**src/rtl/xcvr_pkg.sv**
```systemverilog
package xcvr_pkg;
  // Per-bank storage behaviour for the current cycle
  typedef enum logic [1:0] {
    LANE_OFF    = 2'd0,  // direction deselected: hold, no drive
    LANE_HOLD   = 2'd1,  // selected, latch closed or loop-back blocked
    LANE_FOLLOW = 2'd2   // selected and transparent: load every edge
  } lane_mode_e;

  localparam int unsigned NUM_DIRS = 2;
endpackage

```
**src/rtl/xcvr_lane_ctrl.sv**
```systemverilog
module xcvr_lane_ctrl
  import xcvr_pkg::*;
(
  input  logic       rst_n,
  input  logic       sel_n,
  input  logic       lat_n,
  input  logic       drv_n,
  input  logic       src_driven,  // the source pad is being driven by the other bank
  output lane_mode_e mode,
  output logic       drv_on
);
  always_comb begin
    if (sel_n)                    mode = LANE_OFF;
    else if (lat_n || src_driven) mode = LANE_HOLD;
    else                          mode = LANE_FOLLOW;
  end

  assign drv_on = rst_n & ~sel_n & ~drv_n;
endmodule

```
**src/rtl/xcvr_lane_store.sv**
```systemverilog
module xcvr_lane_store
  import xcvr_pkg::*;
#(
  parameter int unsigned W = 8
) (
  input  logic         clk,
  input  logic         rst_n,
  input  lane_mode_e   mode,
  input  logic [W-1:0] din,
  output logic [W-1:0] q
);
  always_ff @(posedge clk or negedge rst_n) begin
    if (!rst_n)                   q <= '0;
    else if (mode == LANE_FOLLOW) q <= din;
  end
endmodule

```
**src/rtl/bidir_latch_xcvr.sv**
```systemverilog
module bidir_latch_xcvr
  import xcvr_pkg::*;
#(
  parameter int unsigned W = 8
) (
  input  logic         clk,
  input  logic         rst_n,
  input  logic         ab_sel_n,
  input  logic         ab_lat_n,
  input  logic         ab_drv_n,
  input  logic         ba_sel_n,
  input  logic         ba_lat_n,
  input  logic         ba_drv_n,
  input  logic [W-1:0] port_a_in,
  output logic [W-1:0] port_a_out,
  output logic         port_a_oe,
  input  logic [W-1:0] port_b_in,
  output logic [W-1:0] port_b_out,
  output logic         port_b_oe
);
  // Index 0: A-to-B bank, index 1: B-to-A bank
  localparam int unsigned D = NUM_DIRS;

  logic [D-1:0]        sel_n, lat_n, drv_n, src_oe, drv_on;
  logic [D-1:0][W-1:0] din, q;
  lane_mode_e          mode [D];

  assign sel_n  = {ba_sel_n, ab_sel_n};
  assign lat_n  = {ba_lat_n, ab_lat_n};
  assign drv_n  = {ba_drv_n, ab_drv_n};
  assign din    = {port_b_in, port_a_in};
  // A bank's source pad is driven by the opposite bank's driver
  assign src_oe = {drv_on[0], drv_on[1]};

  for (genvar d = 0; d < D; d++) begin : g_lane
    xcvr_lane_ctrl u_ctrl (
      .rst_n      (rst_n),
      .sel_n      (sel_n[d]),
      .lat_n      (lat_n[d]),
      .drv_n      (drv_n[d]),
      .src_driven (src_oe[d]),
      .mode       (mode[d]),
      .drv_on     (drv_on[d])
    );
    xcvr_lane_store #(.W(W)) u_store (
      .clk   (clk),
      .rst_n (rst_n),
      .mode  (mode[d]),
      .din   (din[d]),
      .q     (q[d])
    );
  end

  assign port_b_out = q[0];
  assign port_b_oe  = drv_on[0];
  assign port_a_out = q[1];
  assign port_a_oe  = drv_on[1];
endmodule

```
**config.mk**
```make
export PLATFORM = sky130hd
export DESIGN_NAME = bidir_latch_xcvr
export DESIGN_NICKNAME = d
export VERILOG_FILES = /design/src/rtl/xcvr_pkg.sv /design/src/rtl/xcvr_lane_ctrl.sv /design/src/rtl/xcvr_lane_store.sv /design/src/rtl/bidir_latch_xcvr.sv
export SDC_FILE = /design/constraint.sdc
export NUM_CORES = 1
export LEC_CHECK = 0
export BUFFER_PORTS_ARGS = -buffer_cell sky130_fd_sc_hd__buf_4
export CAP_MARGIN = 40
export CORE_MARGIN = 4
export CORE_UTILIZATION = 45
export DETAILED_ROUTE_END_ITERATION = 10
export PLACE_DENSITY_LB_ADDON = 0.12
export SYNTH_ARGS = -nofsm -noshare
export SYNTH_HDL_FRONTEND = slang
export SYNTH_HIERARCHICAL = 1
export SYNTH_SLANG_ARGS = --single-unit
```
**constraint.sdc**
```tcl
create_clock -name clk -period 1.9 [get_ports clk]
set_clock_uncertainty 0.1 [all_clocks]
set_input_delay 0.38 -clock clk [delete_from_list [all_inputs] [get_ports clk]]
set_output_delay 0.38 -clock clk [all_outputs]
set_load 0.01 [all_outputs]
```
==> results of run 1 <==
## cells by family after synthesis
| kind of cell | count (synthesis) | synth area share |
|---|---|---|
| buffers and inverters | 2 | 0.0302 |
| AOI/OAI and AO/OA | 2 | 0.0268 |
| DFF | 16 | 0.537 |
| muxes | 16 | 0.322 |
| and+or+nand+nor | 6 | 0.0839 |
## area by class of cell
| type | instances | area [um^2] | area share |
|---|---|---|---|
| timing repair buffer | 43 | 325 | 0.294 |
| clock buffer | 4 | 36.3 | 0.0328 |
| multi-input combinational | 24 | 323 | 0.292 |
| tap | 16 | 20.0 | 0.0181 |
| sequential | 16 | 400 | 0.362 |
## per-layer routing
metal  GRT usage  wire [um]  up-vias  part of all wire
met5           0          0        -                 0
met4      0.0404          0        0                 0
met3      0.0460        146        0              0.10
met2       0.220        650       29              0.46
met1       0.160        608      236              0.43
li1            -          -      239                 -
## how the worst max path moves through the flow
| stage | start | endpoint | slack [ns] | depth (start not counted) |
|---|---|---|---|---|
| after floorplan | ba_sel_n | g_lane[0].u_store/q[0] | 0.29 | 5 |
| after global placement | rst_n | g_lane[1].u_store/q[5] | 0.18 | 5 |
| after detailed placement | rst_n | g_lane[1].u_store/q[0] | 0.18 | 5 |
| after CTS | rst_n | g_lane[1].u_store/q[0] | 0.49 | 5 |
| after global routing | rst_n | g_lane[1].u_store/q[6] | 0.44 | 5 |
| final | rst_n | g_lane[1].u_store/q[0] | 0.49 | 5 |
## through the flow
step                      hold slack (ns)   util
after floorplan                   -0.0156      -
after global placement              0.247  0.687
after detailed placement            0.246  0.687
after CTS                           0.218  0.717
after global routing                0.205  0.717
final                               0.224  0.717
## cells in the mapped netlist
library cell  number
buf_6              2
dfrtp_1           16
nor3_1             2
nand2b_4           2
mux2_4            16
o21ba_1            2
nor3b_2            2
## worst max-delay path, stage by stage
cell      delay [ns]
buf_4           0.11
nor3b_2         0.16
nor3_1          0.32
nand2b_4        0.18
mux2_4          0.33
## power by group
group          switching [W]  internal (W)
clock               0.000101      0.000116
combinational       0.000107      0.000221
sequential         0.0000411      0.000410
## timing repair
action,4_1_cts,5_1_grt
endpoints found under the hold margin,16,0
buffers inserted,0,0
hold buffers,1,0
==> run summary, run 1 <==
Final Hold Fails: 0
starting density of the core: 0.484
RePlAce Congestion: 0.659
Syn Inst Count: 42
area share of the largest cell type after synthesis: 0.537
Root Buffer Master: clkbuf_4
Pre-antenna DRT Iters: 1
hold path depth: 2
HP Start: port_a_in[1]
DP Cell Count: 98
largest net degree at the start of global routing: 17
Post-DRT Antenna Nets: 0
pre-CTS WS: 0.182 ns
most frequent cells in the layout: buf_4 (42), mux2_4 (16), dfrtp_1 (16), clkbuf_4 (3)
initial antenna violation count: 0
syn nets: 66
maxcap violations: 0
overall power: 0.000997 W
clock latency on the worst-skew pair: 0.28 ns
Reg-to-Reg Start: g_lane[0].u_store/q[2]
Via density: 4.89
Crit path required time: 1.97 ns
IO Count: 42
Max-slew headroom: 0.780
Synth area leader: dfrtp_1
most common cell after layout, fill and taps aside: buf_4
DIE HEIGHT: 48.7 um
Ys Warns: 6
layout cells sized above 1: 0.759
Finished Layout Cells: 103
port bufs: 41
startpoint types: input pin
TritonCTS Buffers: 3
R2R depth: 1
vias in the first global route: 545
GR Overflow Total: 0
Initial DRC Count: 0
Top reg by flops: g_lane.u_store/q
DR vias: 504
# rows: 14
TritonCTS clock tree: done
first-pass GRT wire length: 2510 um
Final WS setup: 0.490 ns
Final period util: 0.742
clock sink count: 16
Max Freq: 0.709 GHz
Die Width: 48.7 um
crit path time final: 1.41 ns
area delta synth->final: 48.2%
Post-Syn Area: 746 um^2
hold worst-path end: g_lane[0].u_store/q[1]
pwr dens: 902 mW/mm^2
R2R Setup Slk: 1.03 ns
Antenna diodes: 0
CTS H-tree depth: 1
core box area: 0.00154 mm^2
Total Routed Length: 1410 um
WP data arrival: 1.48 ns
synth top area cells: dfrtp_1 (54%), mux2_4 (32%), nand2b_4 (3.7%)
final setup vio count: 0
Crit Reg-Reg Endpoint: g_lane[0].u_store/q[2]
crit path kind: in2reg
Critical Path End Type: register
max reg flops: 16
Post-Route Setup TNS: 0 ns
Avg Cell Area, Syn: 17.8 um^2
Reg clk slew, reported paths: 0.09 ns
Worst VDD drop: 0.445 mV
CTS max path bufs: 2
biggest regs: g_lane.u_store/q x16
sequential fraction of the synthesis area: 0.537
DRC: 0
final net count: 112
wire per inst: 13.6 um
outcome: finished, final reports clean
synthesis-stage register bit count: 16
static leakage power: 0.601 nW
Max Slew Vio Count: 0
unrepaired setup endpoints after global routing: no
library cells used by synthesis: 7
Crit Path Max Fanout: 8
GRT Overall Usage: 0.133
dpl hpwl: 1130 um
fin area: 0.00110 mm^2
cts repair resizes: 0
area of the die: 0.00237 mm^2
Worst Hold Class: in2reg
Worst-Margin Slew: 0.328 ns
Post-DP Area: 0.00106 mm^2
fillers: 111
Power figures use the tool's default switching activity.
==> inputs of run 2 (changes only) <==
--- a/config.mk
+++ b/config.mk
@@ -5,10 +5,11 @@
 export SDC_FILE = /design/constraint.sdc
 export NUM_CORES = 1
 export LEC_CHECK = 0
+export ABC_AREA = 1
 export BUFFER_PORTS_ARGS = -buffer_cell sky130_fd_sc_hd__buf_4
 export CAP_MARGIN = 40
 export CORE_MARGIN = 4
-export CORE_UTILIZATION = 45
+export CORE_UTILIZATION = 37
 export DETAILED_ROUTE_END_ITERATION = 10
 export PLACE_DENSITY_LB_ADDON = 0.12
 export SYNTH_ARGS = -nofsm -noshare
==> constraint.sdc (replaced) <==
create_clock -name clk -period 1.2 [get_ports clk]
set_clock_uncertainty 0.1 [all_clocks]
set_input_delay 0.24 -clock clk [delete_from_list [all_inputs] [get_ports clk]]
set_output_delay 0.24 -clock clk [all_outputs]
set_load 0.01 [all_outputs]
==> run 2 against run 1 <==
  * Core utilization decreased by 3.7 points
  * Final cell count increased by 66%
  * First-iteration DRC count up 2
  * Routed wire length is 35% higher
  * Sequential power is 53% higher
  * Synthesized cell count rose by 110%
  * Setup slack lost 0.47 ns
  * Worst hold slack lost 0.14 ns
  * Critical endpoint is now port_b_out[3]
  * Highest routed layer is now met4
==> run summary, run 2 <==
outcome: finished, final reports clean (unchanged)
Antenna diodes: 0 (unchanged)
RePlAce Congestion: 0.757 (was 0.659)
first-pass GRT wire length: 2880 um (was 2510 um)
static leakage power: 0.705 nW (was 0.601 nW)
Crit path required time: 0.86 ns (was 1.97 ns)
GR Overflow Total: 0 (unchanged)
max reg flops: 16 (unchanged)
layout cells sized above 1: 0.445 (was 0.759)
final net count: 171 (was 112)
most common cell after layout, fill and taps aside: buf_4 (unchanged)
Final WS setup: 0.0253 ns (was 0.490 ns)
EDFF count, synth: 0 (unchanged)
WP data arrival: 0.83 ns (was 1.48 ns)
Worst Hold Class: in2reg (unchanged)
WL met2: 885 um (was 650 um)
DRC: 0 (unchanged)
Total Routed Length: 1890 um (was 1410 um)
TritonCTS clock tree: done (unchanged)
syn nets: 112 (was 66)
area of the die: 0.00273 mm^2 (was 0.00237 mm^2)
Die Width: 52.3 um (was 48.7 um)
maxcap violations: 0 (unchanged)
Pre-antenna DRT Iters: 4 (was 1)
initial antenna violation count: 0 (unchanged)
Comb power frac: 0.334 (was 0.329)
clock sink count: 16 (unchanged)
fillers: 161 (was 111)
R2R Setup Slk: 0.35 ns (was 1.03 ns)
Avg Cell Area, Syn: 8.25 um^2 (was 17.8 um^2)
biggest regs: g_lane.u_store/q x16 (unchanged)
startpoint types: register (was input pin)
Final period util: 0.979
fin area: 0.00121 mm^2 (was 0.00110 mm^2)
Sequential Power Share: 0.440 (was 0.453)
CTS H-tree depth: 1 (unchanged)
Crit Path Max Fanout: 2 (was 8)
synth top area cells: dfrtp_1 (55%), nand2_1 (19%), nand3_1 (11%) (was dfrtp_1 (54%), mux2_4 (32%), nand2b_4 (3.7%))
most common cell in the synthesized netlist: nand2_1
pre-CTS WS: -0.0761 ns (was 0.182 ns)
Worst-Margin Slew: 0.203 ns (was 0.328 ns)
DR vias: 741 (was 504)
Top delay family on crit path: flip-flops (was simple AND/OR/NAND/NOR gates)
starting density of the core: 0.407 (was 0.484)
most frequent cells in the layout: buf_4 (50), nand2_1 (36), nand3_1 (16), dfrtp_1 (16) (was buf_4 (42), mux2_4 (16), dfrtp_1 (16), clkbuf_4 (3))
Post-DRT Antenna Nets: 0 (unchanged)
Synth area leader: dfrtp_1 (unchanged)
Final Hold Fails: 0 (unchanged)
Top reg by flops: g_lane.u_store/q (unchanged)
Highest Signal Layer: met4 (was met3)
worst path bufs/invs: 1 (unchanged)
Post-Syn Area: 726 um^2 (was 746 um^2)
Slowest-stage cell, CP: dfrtp_1 (was mux2_4)
CP max stage delay: 0.40 ns (was 0.33 ns)
Max-slew headroom: 0.865 (was 0.780)
# rows: 15 (was 14)
Worst VDD drop: 0.708 mV (was 0.445 mV)
share of flip-flops with an asynchronous set or reset: 1.00 (unchanged)
DIE HEIGHT: 52.3 um (was 48.7 um)
sequential fraction of the synthesis area: 0.552 (was 0.537)
area delta synth->final: 67.1% (was 48.2%)
Reg clk slew, reported paths: 0.09 ns (about the same)
vias in the first global route: 683 (was 545)
CTS max path bufs: 2 (unchanged)
library cells used by synthesis: 9 (was 7)
Critical Path End Type: output port (was register)
Post-DP Area: 0.00108 mm^2 (was 0.00106 mm^2)
internal power: 0.00112 W (was 0.000747 W)
crit path time final: 1.17 ns
met1 wire length: 846 um (was 608 um)
Most used DFF post-synth: dfrtp_1 (unchanged)
final setup vio count: 0 (unchanged)
largest net degree at the start of global routing: 17 (unchanged)
Commonest cells post-synth: nand2_1 (36), dfrtp_1 (16), nand3_1 (16) (was dfrtp_1 (16), mux2_4 (16))
sw frac: 0.284 (was 0.250)
Root Buffer Master: clkbuf_4 (unchanged)
wire length on met3: 137 um (was 146 um)
IO Count: 42 (unchanged)
port bufs: 41 (unchanged)
TritonCTS Buffers: 3 (unchanged)
synthesis-stage register bit count: 16 (unchanged)
Max Freq: 0.851 GHz
area share of the largest cell type after synthesis: 0.552 (was 0.537)
Ys Warns: 6 (unchanged)
wire per inst: 11.1 um (was 13.6 um)
clock latency on the worst-skew pair: 0.28 ns (about the same)
power share of the clock group: 0.226 (was 0.218)
GRT Overall Usage: 0.143 (was 0.133)
dpl hpwl: 1420 um (was 1130 um)
Max Slew Vio Count: 0 (unchanged)
pwr dens: 1300 mW/mm^2 (was 902 mW/mm^2)
core box area: 0.00178 mm^2 (was 0.00154 mm^2)
critical path, cell by cell: buf_4 (was buf_4 -> nor3b_2 -> nor3_1 -> nand2b_4 -> mux2_4)
crit path kind: reg2out (was in2reg)
Via density: 4.33 (was 4.89)
Initial DRC Count: 2 (was 0)
Syn Inst Count: 88 (was 42)
Switching Power: 0.000446 W (was 0.000249 W)
run 2: cell types whose count changed after synthesis, moves of 6 or more:
cell	change
inv_1	+6
nand2_1	+36
nand3_1	+16
nor2_1	+6
mux2_4	-16
run 2: through the flow:
stage	setup TNS (ns)	utilization	power (W)	hold slack, ns	cells
floorplan	0	-	0.000865	-0.156	88
global placement	-0.670	0.606	0.00112	0.131	157
detailed placement	-1.00	0.606	0.00113	0.127	157
CTS	0	0.632	0.00149	0.0684	162
global route	-0.0323	0.680	0.00168	0.0755	171
finish	0	0.680	0.00157	0.0832	171
run 2: final timing paths:
kind	start	to	cells after the start
min in group asynchronous	rst_n	g_lane[0].u_store/q[4]	3
worst min-delay path	port_a_in[7]	g_lane[0].u_store/q[7]	3
max in group asynchronous	rst_n	g_lane[1].u_store/q[2]	3
worst min register to register	g_lane[1].u_store/q[5]	g_lane[1].u_store/q[5]	2
worst max register to register	g_lane[1].u_store/q[0]	g_lane[1].u_store/q[0]	3
worst max-delay path	g_lane[0].u_store/q[3]	port_b_out[3]	1
run 2: cell type report:
type	instances	area (um^2)	area share
multi-input combinational	62	273	0.225
inverter	8	30.0	0.0248
tap	25	31.3	0.0258
sequential	16	400	0.330
clock buffer	4	36.3	0.0299
timing repair buffer	56	442	0.364
run 2: cells by family after synthesis:
kind of cell / count (synthesis) / share of synthesized area
AND/OR/NAND/NOR: 62 / 0.376
buffers and inverters: 10 / 0.0724
flip-flops: 16 / 0.552
run 2: power groups by stage:
stage	sequential (W)	clock [W]	combinational, W
after detailed placement	0.000696	0	0.000433
final	0.000691	0.000355	0.000525
after global routing	0.000700	0.000402	0.000577
after CTS	0.000686	0.000371	0.000435
after floorplan	0.000739	0	0.000127
after global placement	0.000694	0	0.000426
run 2: layer usage:
metal / vias to the layer above / global-route usage
met5: - / 0
met4: 0 / 0.0894
met3: 2 / 0.0256
met2: 24 / 0.211
met1: 323 / 0.190
li1: 392 / -
run 2: timing repair:
item                                    in CTS  in global routing
hold endpoints to repair                    16                  0
hold buffers                                 1                  0
buffers inserted                             0                  9
endpoints found under the setup margin       0                 12
resized for setup                            0                  5
==> inputs of run 3 (changes only) <==
--- a/config.mk
+++ b/config.mk
@@ -9,7 +9,7 @@
 export BUFFER_PORTS_ARGS = -buffer_cell sky130_fd_sc_hd__buf_4
 export CAP_MARGIN = 40
 export CORE_MARGIN = 4
-export CORE_UTILIZATION = 37
+export CORE_UTILIZATION = 41
 export DETAILED_ROUTE_END_ITERATION = 10
 export PLACE_DENSITY_LB_ADDON = 0.12
 export SYNTH_ARGS = -nofsm -noshare
==> constraint.sdc (replaced) <==
create_clock -name clk -period 1.3 [get_ports clk]
set_clock_uncertainty 0.1 [all_clocks]
set_input_delay 0.26 -clock clk [delete_from_list [all_inputs] [get_ports clk]]
set_output_delay 0.26 -clock clk [all_outputs]
set_load 0.01 [all_outputs]
==> run 3 against run 2 <==
  * Critical path depth stayed put
  * Combinational power is 25% lower
  * Sequential cell count stayed put
  * Highest routed layer unchanged
  * Sequential power is 8.4% lower
==> run summary, run 3 (synthesis gave the netlist of run 2 again) <==
TritonCTS clock tree: done (unchanged)
pwr dens: 1210 mW/mm^2 (was 1300 mW/mm^2)
Final WS setup: 0.110 ns (was 0.0253 ns)
DIE HEIGHT: 50.1 um (was 52.3 um)
pre-CTS WS: -0.342 ns (was -0.0761 ns)
DRC: 0 (unchanged)
most frequent cells in the layout: buf_4 (45), nand2_1 (36), nand3_1 (16), dfrtp_1 (16), inv_1 (6) (was buf_4 (50), nand2_1 (36), nand3_1 (16), dfrtp_1 (16))
most common cell after layout, fill and taps aside: buf_4 (unchanged)
Critical Path End Type: output port (unchanged)
Crit path required time: 0.94 ns (was 0.86 ns)
CTS max path bufs: 2 (unchanged)
initial antenna violation count: 0 (unchanged)
hold_ws: 0.106 ns (was 0.0832 ns)
Crit Path Max Fanout: 2 (unchanged)
WP data arrival: 0.83 ns (about the same)
# rows: 14 (was 15)
clock latency on the worst-skew pair: 0.28 ns (about the same)
CTS H-tree depth: 1 (unchanged)
static leakage power: 0.650 nW (was 0.705 nW)
wire per inst: 11.7 um (was 11.1 um)
Max Freq: 0.840 GHz
outcome: finished, final reports clean (unchanged)
Final Hold Fails: 0 (unchanged)
GRT Overall Usage: 0.158 (was 0.143)
Antenna diodes: 0 (unchanged)
Pre-antenna DRT Iters: 4 (unchanged)
crit path time final: 1.19 ns
CP max stage delay: 0.40 ns (about the same)
vias in the first global route: 667 (was 683)
Slowest-stage cell, CP: dfrtp_1 (unchanged)
startpoint types: register (unchanged)
port bufs: 41 (unchanged)
Post-DRT Antenna Nets: 0 (unchanged)
dpl hpwl: 1490 um (was 1420 um)
critical path, cell by cell: buf_4 (unchanged)
Die Width: 50.1 um (was 52.3 um)
Root Buffer Master: clkbuf_4 (unchanged)
Worst-Margin Slew: 0.430 ns (was 0.203 ns)
final net count: 161 (was 171)
starting density of the core: 0.455 (was 0.407)
crit path kind: reg2out (unchanged)
biggest regs: g_lane.u_store/q x16 (unchanged)
Reg clk slew, reported paths: 0.10 ns (was 0.09 ns)
Initial DRC Count: 9 (was 2)
Top reg by flops: g_lane.u_store/q (unchanged)
first-pass GRT wire length: 3080 um (was 2880 um)
fillers: 164 (was 161)
worst path bufs/invs: 1 (unchanged)
Max-slew headroom: 0.713 (was 0.865)
area of the multi-input gates: 278 um^2 (was 273 um^2)
Via density: 4.57 (was 4.33)
max reg flops: 16 (unchanged)
Post-CTS Setup Bufs: 0 (unchanged)
core box area: 0.00159 mm^2 (was 0.00178 mm^2)
storage element area: 400 um^2 (unchanged)
IO Count: 42 (unchanged)
final setup vio count: 0 (unchanged)
unrepaired setup endpoints after global routing: no
Top delay family on crit path: flip-flops (unchanged)
TritonCTS Buffers: 3 (unchanged)
Total Routed Length: 1870 um (was 1890 um)
overall power: 0.00136 W (was 0.00157 W)
DR vias: 731 (was 741)
maxcap violations: 0 (unchanged)
Final period util: 0.915
Worst VDD drop: 0.734 mV (was 0.708 mV)
Post-Route Setup TNS: 0 ns (unchanged)
area of the die: 0.00251 mm^2 (was 0.00273 mm^2)
clock sink count: 16 (unchanged)
largest net degree at the start of global routing: 17 (unchanged)
layout cells sized above 1: 0.419 (was 0.445)
area delta synth->final: 54.7% (was 67.1%)
RePlAce Congestion: 0.747 (was 0.757)
Max Slew Vio Count: 0 (unchanged)
Worst Hold Class: in2reg (unchanged)
GR Overflow Total: 0 (unchanged)
run 3: cell types whose count changed in the layout (fill, tap and decap cells not counted):
cell / before / now
buf_6: 5 / 0
buf_4: 50 / 45
nor2_2: 2 / 4
nor2_1: 6 / 4
run 3: repair_timing:
item                       4_1_cts  5_1_grt
hold buffers                     1        0
hold endpoints to repair        16        0
setup endpoints to repair        8        8
gates resized for setup          1        1
run 3: worst paths after layout:
| check | startpoint | end | slack [ns] | cells past startpoint |
|---|---|---|---|---|
| max | g_lane[1].u_store/q[4] | port_a_out[4] | 0.11 | 1 |
| min | port_a_in[1] | g_lane[0].u_store/q[1] | 0.11 | 3 |
| max reg2reg | g_lane[1].u_store/q[4] | g_lane[1].u_store/q[4] | 0.57 | 2 |
| min reg2reg | g_lane[0].u_store/q[1] | g_lane[0].u_store/q[1] | 0.38 | 2 |
| max in group asynchronous | rst_n | g_lane[1].u_store/q[6] | 0.54 | 3 |
| min in group asynchronous | rst_n | g_lane[1].u_store/q[3] | 0.38 | 3 |
run 3: cell type report:
type                            count  area share
Sequential cell                    16       0.357
Inverter                            8      0.0268
Tap cell                           24      0.0268
Clock buffer                        4      0.0323
Timing Repair Buffer               46       0.310
Multi-Input combinational cell     62       0.247
run 3: routing by layer:
metal	vias up	global-route usage	wire length (um)	share of wire
met3	2	0.0271	128	0.069
met2	25	0.265	932	0.50
li1	372	-	-	-
met5	-	0	0	0
met1	332	0.201	793	0.42
met4	0	0.0553	13	0.0070
run 3: stage by stage:
step | instance area (um^2) | utilization | instances
2_1_floorplan | 726 | - | 88
3_3_place_gp | 1070 | 0.672 | 155
3_5_place_dp | 1070 | 0.672 | 155
4_1_cts | 1120 | 0.703 | 160
5_1_grt | 1120 | 0.704 | 160
6_report | 1120 | 0.704 | 160
run 3: power breakdown:
group	internal, W	switching [W]	leakage [nW]
logic	0.000207	0.000188	0.430
registers	0.000585	0.0000482	0.199
clock network	0.000170	0.000158	0.0210
